--- src/rtl/bank_map_pkg.sv ---
package bank_map_pkg;

    localparam int SLOT_W   = 2;
    localparam int PAGE_W   = 3;
    localparam int OFS_W    = 14;
    localparam int NUM_SLOT = 1 << SLOT_W;

    typedef logic [PAGE_W-1:0] page_t;
    typedef logic [SLOT_W-1:0] slot_t;

    typedef enum logic [2:0] {
        MAP_LINEAR  = 3'd0,
        MAP_TOP7    = 3'd1,
        MAP_EXT_ALL = 3'd2,
        MAP_SWAP3   = 3'd3,
        MAP_WIN4    = 3'd4,
        MAP_WIN5    = 3'd5,
        MAP_WIN6    = 3'd6,
        MAP_WIN7    = 3'd7
    } map_mode_t;

    typedef struct packed {
        logic      take;
        map_mode_t mode;
    } cfg_wr_t;

    // Page reached by a CPU slot under a given mode.
    function automatic page_t slot_page(map_mode_t m, slot_t s);
        page_t p;
        p = page_t'(s);
        case (m)
            MAP_LINEAR:  p = page_t'(s);
            MAP_TOP7:    if (s == 2'd3) p = 3'd7;
            MAP_EXT_ALL: p = {1'b1, s};
            MAP_SWAP3: begin
                if (s == 2'd1) p = 3'd3;
                if (s == 2'd3) p = 3'd7;
            end
            default:     if (s == 2'd1) p = page_t'(m);
        endcase
        return p;
    endfunction

endpackage

--- src/rtl/bank_io_decode.sv ---
module bank_io_decode
    import bank_map_pkg::*;
#(
    parameter logic [7:0] IO_SEL     = 8'h7F,
    parameter logic [4:0] CMD_PREFIX = 5'b11000
) (
    input  logic       io_wr,
    input  logic [7:0] io_hi,
    input  logic [7:0] io_data,
    output cfg_wr_t    req
);
    always_comb begin
        req.take = io_wr && (io_hi == IO_SEL) && (io_data[7:3] == CMD_PREFIX);
        req.mode = map_mode_t'(io_data[2:0]);
    end
endmodule

--- src/rtl/bank_cfg_reg.sv ---
module bank_cfg_reg
    import bank_map_pkg::*;
(
    input  logic      clk,
    input  logic      rst,
    input  cfg_wr_t   req,
    output map_mode_t mode
);
    always_ff @(posedge clk) begin
        if (rst)           mode <= MAP_LINEAR;
        else if (req.take) mode <= req.mode;
    end

    a_r1_reset_linear: assert property (@(posedge clk) rst |=> mode == MAP_LINEAR);
    a_r2_load_mode:    assert property (@(posedge clk) disable iff (rst)
                           req.take |=> mode == $past(req.mode));
    a_r3_hold_mode:    assert property (@(posedge clk) disable iff (rst)
                           !req.take |=> $stable(mode));
endmodule

--- src/rtl/bank_cpu_xlate.sv ---
module bank_cpu_xlate
    import bank_map_pkg::*;
#(
    parameter int ADDR_W = 16
) (
    input  map_mode_t          mode,
    input  logic [ADDR_W-1:0]  cpu_addr,
    output logic [ADDR_W:0]    cpu_phys
);
    localparam int OW = ADDR_W - SLOT_W;

    page_t slot_pg [NUM_SLOT];

    for (genvar s = 0; s < NUM_SLOT; s++) begin : g_slot
        assign slot_pg[s] = slot_page(mode, slot_t'(s));
    end

    always_comb begin
        cpu_phys = {slot_pg[cpu_addr[ADDR_W-1 -: SLOT_W]], cpu_addr[OW-1:0]};
    end
endmodule

--- src/rtl/ram_bank_mapper.sv ---
module ram_bank_mapper
    import bank_map_pkg::*;
#(
    parameter int         ADDR_W     = 16,
    parameter logic [7:0] IO_SEL     = 8'h7F,
    parameter logic [4:0] CMD_PREFIX = 5'b11000
) (
    input  logic              clk,
    input  logic              rst,
    input  logic              io_wr,
    input  logic [7:0]        io_hi,
    input  logic [7:0]        io_data,
    input  logic [ADDR_W-1:0] cpu_addr,
    output logic [ADDR_W:0]   cpu_phys,
    input  logic [ADDR_W-1:0] vid_addr,
    output logic [ADDR_W:0]   vid_phys
);
    localparam int OW = ADDR_W - SLOT_W;

    cfg_wr_t   req;
    map_mode_t mode;

    bank_io_decode #(.IO_SEL(IO_SEL), .CMD_PREFIX(CMD_PREFIX)) u_dec (
        .io_wr(io_wr), .io_hi(io_hi), .io_data(io_data), .req(req)
    );

    bank_cfg_reg u_cfg (.clk(clk), .rst(rst), .req(req), .mode(mode));

    bank_cpu_xlate #(.ADDR_W(ADDR_W)) u_xl (
        .mode(mode), .cpu_addr(cpu_addr), .cpu_phys(cpu_phys)
    );

    // Video fetch always lands in the lower half, independent of mode.
    assign vid_phys = {1'b0, vid_addr};

    a_r9_offset_pass: assert property (@(posedge clk) disable iff (rst)
        cpu_phys[OW-1:0] == cpu_addr[OW-1:0]);
    a_r7_common_top:  assert property (@(posedge clk) disable iff (rst)
        ((mode == MAP_TOP7 || mode == MAP_EXT_ALL || mode == MAP_SWAP3) &&
         cpu_addr[ADDR_W-1 -: SLOT_W] == '1) |-> cpu_phys[ADDR_W -: 3] == 3'd7);
    a_r10_video_match: assert property (@(posedge clk) disable iff (rst)
        (mode == MAP_LINEAR && cpu_addr == vid_addr) |-> cpu_phys == vid_phys);
endmodule

--- config.mk ---
export PLATFORM = sky130hd
export DESIGN_NAME = ram_bank_mapper
export DESIGN_NICKNAME = d
export VERILOG_FILES = /design/src/rtl/bank_map_pkg.sv /design/src/rtl/bank_io_decode.sv /design/src/rtl/bank_cfg_reg.sv /design/src/rtl/bank_cpu_xlate.sv /design/src/rtl/ram_bank_mapper.sv
export SDC_FILE = /design/constraint.sdc
export NUM_CORES = 1
export LEC_CHECK = 0
export BUFFER_PORTS_ARGS = -buffer_cell sky130_fd_sc_hd__buf_2
export CORE_MARGIN = 2
export CORE_UTILIZATION = 27
export CTS_BUF_LIST = sky130_fd_sc_hd__clkbuf_4
export DETAILED_ROUTE_END_ITERATION = 6
export PLACE_DENSITY = 0.78
export SLEW_MARGIN = 20
export SYNTH_ARGS = -nofsm -noshare
export SYNTH_HDL_FRONTEND = slang
export SYNTH_SLANG_ARGS = --single-unit
--- constraint.sdc ---
create_clock -name clk -period 1.6 [get_ports clk]
set_input_delay 0.16 -clock clk [delete_from_list [all_inputs] [get_ports clk]]
set_output_delay 0.16 -clock clk [all_outputs]
set_load 0.005 [all_outputs]
==> key figures, run 1 <==
Routing
  • Vias: 316
  • Routed WL: 800 microns
  • Initial DRC count: 1
  • DRT antenna net count: 0
  • Vias per inst: 4.05
  • DR pass1 iterations: 2
  • Routed WL per cell: 10.3 microns
  • Residual DRC: 0

Cells and area
  • Most frequent cells in the layout: buf_2, nand2b_1, clkbuf_4
  • Largest register by flop count: u_cfg.mode
  • Most common cell after layout, fill and taps aside: buf_2
  • Layout cells sized above 1: 60.4%
  • Antenna diodes: 0
  • Largest regs: u_cfg.mode x3
  • Final core utilization: 25.1%
  • Net count, final: 105
  • P&R area growth vs syn: -11.5%
  • Post-route insts no fill: 78
  • Max reg flops: 3
  • Cell area after layout: 434 sq um

Power
  • Leakage: 0.204 nW
  • Cell area power density: 619 mW/mm^2
  • Maximum vdd ir drop: 0.136 mV

Yosys
  • Distinct cells, synth: 17
  • Seq/Total Area, Yosys: 12.2%
  • Mean Syn Cell Area: 8.60 sq um
  • Synth Instances: 57
  • Cell taking the most area after synthesis: buf_4
  • Synth top area share: 47.4%
  • Post-Syn Nets: 108
  • Synth area leaders: buf_4, dfxtp_1, nand2b_1
  • Synthesized flop and latch total: 3
  • Ys Warns: 0
  • Syn Std Cell Area: 490 sq um

Setup path
  • FF-to-FF Start: u_cfg.mode[0]
  • Critical R2R Capture: u_cfg.mode[0]
  • CP Class: reg2out
  • R2r setup slk: 0.95 ns
  • Worst EP required: 1.44 ns
  • Critical path data arrival time: 1.06 ns
  • Worst-path fanout max: 5
  • CP endpoint kind: primary output
  • Reg2Reg Depth: 2
  • Critical Path Source Type: flop

Floorplanning
  • Die width: 46.6 microns
  • Row cnt: 15
  • Initial Util: 28.4%
  • Core ar.: 0.00173 sq mm
  • Die area: 0.00217 sq mm
  • I/O Pins: 85
  • Die Ht: 46.6 microns

Timing
  • Period utilisation layout: 76.1%
  • Final max-slew violation count: 0
  • F_max: 821 MHz
  • Final hold violation count: 0
  • Final setup viols: 0
  • RSZ-0062 raised after global routing: no
  • Crit path time final: 1.22 ns
  • TNS Setup: 0 ns
  • PnR worst setup slack: 0.383 ns
  • Clock Skews: 0 ns

Clock tree
  • Post-CTS setup buffer count: 0
  • Worst skew pair latency: 0.23 ns
  • CTS Sinks: 3
  • Post-CTS sizing: 0
  • CTS root buf: clkbuf_4
  • Num CTS Buffers: 3
  • Hold-fix buffers, CTS: 0
  • TritonCTS clock tree: done
  • Clock Path Buffers: 2
  • Clock Pin Slew Worst Setup and Hold Paths: 0.03 ns
  • H-tree depth: 1

GRT
  • GRT Overall Usage: 7.44%
  • GRT Residual Overflow: 0
  • Number of global-route vias before repair: 300
  • Antenna violations before repair: 0
  • First-pass GRT wire length: 1.12 mm
  • Pin count of the biggest net entering global routing: 7

Place
  • DP Area: 404 sq um
  • Routability cong.: 0.574
  • I/O Buffers: 23
  • Hpwl dp: 712 microns
  • Placed insts: 74
  • Place WS: 0.219 ns

Job
  • Max-Cap Viols: 0

Hold path
  • Hold Path Depth: 3
  • Hold Crit Start: io_data[0]
  • Worst hold path type: in2reg
  • WHS Endpoint: u_cfg.mode[0]

Outcome
  • Status: finished clean
-- through the flow --
stage	hold WS (ns)	total power, W
after floorplan	0.315	0.000153
after global placement	0.320	0.000122
after detailed placement	0.320	0.000124
after CTS	0.195	0.000277
after global routing	0.229	0.000282
final	0.204	0.000269
-- layer usage --
layer,global-route usage (%),part of all wire [%]
met5,0,0
met2,11.7,48
met3,2.75,14
met1,6.70,35
met4,8.89,2.1
-- where the power goes --
group,switching [W],internal (W),total (W)
Combinational,0.0000189,0.0000279,0.0000468
Sequential,0.00000000458,0.0000753,0.0000753
Clock,0.0000363,0.000110,0.000146
Total,0.0000553,0.000213,0.000269
-- critical path: stages (launching register included) --
cell,delay [ns]
dfxtp_1,0.38
inv_1,0.06
o31a_1,0.27
buf_2,0.12
-- cells in the mapped netlist, drive strengths merged --
library cell and n:
buf 31, nand2b 7, o211ai 1, o31a 1
nand4b 1, nor2b 1, conb 1, or4b 1
dfxtp 3, mux2i 3, inv 1, nor4 1
a31oi 1, o22ai 1, nand2 2, nand4 1
-- kinds of logic after synthesis --
kind of cell | Yosys count | synth area share (%)
and+or+nand+nor | 14 | 26.8
other | 1 | 0.765
AOI/OAI and AO/OA | 4 | 5.87
muxes | 3 | 6.12
buffers and inverters | 32 | 48.2
DFF | 3 | 12.2
-- worst max path at each step --
stage / start / to / cells after the start
after global placement: io_data[4] / u_cfg.mode[2] / 4
after global routing: u_cfg.mode[2] / cpu_phys[14] / 3
after detailed placement: io_data[4] / u_cfg.mode[2] / 4
final: u_cfg.mode[2] / cpu_phys[14] / 3
after CTS: u_cfg.mode[2] / cpu_phys[14] / 3
after floorplan: io_data[4] / u_cfg.mode[0] / 3
-- layout make-up --
class / instances / area, sq um
Timing Repair Buffer: 23 / 115
Clock buffer: 4 / 30.0
Tap cell: 25 / 31.3
Fill cell: 199 / 1290
Inverter: 1 / 3.75
Multi-Input combinational cell: 22 / 194
Sequential cell: 3 / 60.1
Power figures use the tool's default switching activity.
==> run 2: changes to the inputs <==
Settings changed: CORE_UTILIZATION 27 to 25, PLACE_DENSITY 0.78 to 0.76.
Clock period 1.6 ns to 1.09 ns, I/O delays scaled along.
==> key figures, run 2 (synthesis results as in run 1) <==
Setup path
  • CP max stage cell: dfxtp_2
  • Max stage delay on crit path: 0.31 ns (-0.07 ns)
  • Critical Path Source Type: flop
  • Buffer and inverter count on the worst path: 1 (-1)
  • Crit path cell chain: nor2b_1 -> a31oi_1 -> o22ai_1 -> buf_2
  • FF-to-FF Start: u_cfg.mode[1]
  • Delay-heaviest family, CP: flip-flops
  • Worst Setup SP: u_cfg.mode[1]
  • CP endpoint kind: primary output
  • CP Class: reg2out
  • Worst EP required: 0.98 ns (-0.46 ns)
  • Critical path data arrival time: 1.00 ns (-0.06 ns)
  • Worst-path fanout max: 2 (-3)

Routing
  • Vias: 319 (+0.95%)
  • DR pass1 iterations: 4 (+2)
  • Vias per inst: 3.94 (-2.8%)
  • Routed WL: 882 microns (+10%)
  • DRT antenna net count: 0 (unchanged)
  • Residual DRC: 0 (unchanged)
  • Routed WL per cell: 10.9 microns (+6.2%)
  • Initial DRC count: 5 (+4)

Floorplanning
  • Core ar.: 0.00190 sq mm (+10%)
  • Initial Util: 25.8% (-2.6 points)
  • Die Ht: 48.3 microns (+3.6%)
  • Row cnt: 16 (+1)
  • I/O Pins: 85 (unchanged)
  • Die width: 48.3 microns (+3.6%)
  • Die area: 0.00233 sq mm (+7.3%)

Outcome
  • Status: finished with violations
  • Failing checks: setup timing

Cells and area
  • Max reg flops: 3 (unchanged)
  • P&R area growth vs syn: -6.89%
  • Multi-input logic area: 194 sq um (unchanged)
  • Final core utilization: 24.0% (-1.1 points)
  • Most frequent cells in the layout: buf_2, nand2b_1, clkbuf_4
  • Net count, final: 106 (+0.95%)
  • Layout cells sized above 1: 68.5% (+8.1 points)
  • Antenna diodes: 0 (unchanged)
  • Post-route insts no fill: 81 (+3.8%)
  • Largest register by flop count: u_cfg.mode
  • Most common cell after layout, fill and taps aside: buf_2
  • Fill cells: 207 (+4.0%)
  • Largest regs: u_cfg.mode x3
  • Cell area after layout: 457 sq um (+5.2%)
  • FF+latch area: 66.3 sq um (+10%)

Timing
  • Final max-slew violation count: 0 (unchanged)
  • F_max: 898 MHz
  • TNS Setup: -0.0230 ns (-0.0230 ns)
  • Final setup viols: 1 (+1)
  • WHS: 0.140 ns (-0.0644 ns)
  • Clock Skews: 0 ns (unchanged)
  • PnR worst setup slack: -0.0230 ns (-0.405 ns)
  • Final hold violation count: 0 (unchanged)
  • RSZ-0062 raised after global routing: yes
  • Crit path time final: 1.11 ns
  • Period utilisation layout: 102%

GRT
  • First-pass GRT wire length: 1.15 mm (+2.5%)
  • Antenna violations before repair: 0 (unchanged)
  • Pin count of the biggest net entering global routing: 7 (unchanged)
  • Number of global-route vias before repair: 305 (+1.7%)
  • GRT Overall Usage: 7.54% (+0.093 points)
  • GRT Residual Overflow: 0 (unchanged)

Power
  • Maximum vdd ir drop: 0.213 mV (+56%)
  • Leakage: 0.214 nW (+4.8%)
  • Cell area power density: 877 mW/mm^2 (+42%)

Clock tree
  • TritonCTS clock tree: done
  • CTS Sinks: 3 (unchanged)
  • CTS root buf: clkbuf_4
  • Worst skew pair latency: 0.23 ns (about the same)
  • Clock Path Buffers: 2 (unchanged)
  • H-tree depth: 1 (unchanged)
  • Clock Pin Slew Worst Setup and Hold Paths: 0.04 ns (about the same)
  • Num CTS Buffers: 3 (unchanged)
  • Hold-fix buffers, CTS: 0 (unchanged)

Hold path
  • Hold Crit Start: io_data[0]
  • Worst hold path type: in2reg

Place
  • DP Area: 407 sq um (+0.62%)
  • I/O Buffers: 23 (unchanged)
  • Routability cong.: 0.526 (-8.4%)
  • Placed insts: 76 (+2.7%)
  • Hpwl dp: 738 microns (+3.7%)

Job
  • Max-Cap Viols: 0 (unchanged)
==> run 2: final cells by class <==
type / count / area share (%)
clock buffer: 4 / 6.58
inverter: 1 / 0.822
multi-input combinational: 22 / 42.5
sequential: 3 / 14.5
tap: 27 / 7.40
timing repair buffer: 24 / 28.2
==> run 2: tightest hold or removal path, stage by stage <==
cell and delay (ns):
buf_2 0.10, nand2b_1 0.06, mux2i_1 0.06
==> run 2: report_power, final <==
group           switching, W  internal, W
combinational      0.0000272    0.0000431
sequential     0.00000000657     0.000108
clock              0.0000600     0.000162
total              0.0000873     0.000313
==> run 2: worst paths after layout <==
check	to	slack [ns]	depth (start not counted)
hold / removal	u_cfg.mode[0]	0.14	3
hold reg to reg	u_cfg.mode[0]	0.51	2
setup reg to reg	u_cfg.mode[1]	0.40	3
setup / recovery	cpu_phys[16]	-0.02	4
==> run 2: per-layer routing <==
metal	wire length, microns	global-route usage, %
met5	0	0
met4	20	10.8
met3	121	1.48
met2	499	13.9
met1	240	5.09
==> run 2: repair_timing <==
action                                  in CTS  in global routing
pin swaps                                    2                  1
endpoints found under the setup margin       2                  6
resized for setup                            5                  1
setup buffers                                1                  0
==> run 2: metrics by stage <==
stage          worst slack, ns  total power [W]
6_report               -0.0230         0.000400
5_1_grt                -0.0616         0.000425
4_1_cts                -0.0509         0.000408
3_5_place_dp            -0.225         0.000181
3_3_place_gp            -0.194         0.000179
2_1_floorplan          -0.0519         0.000224
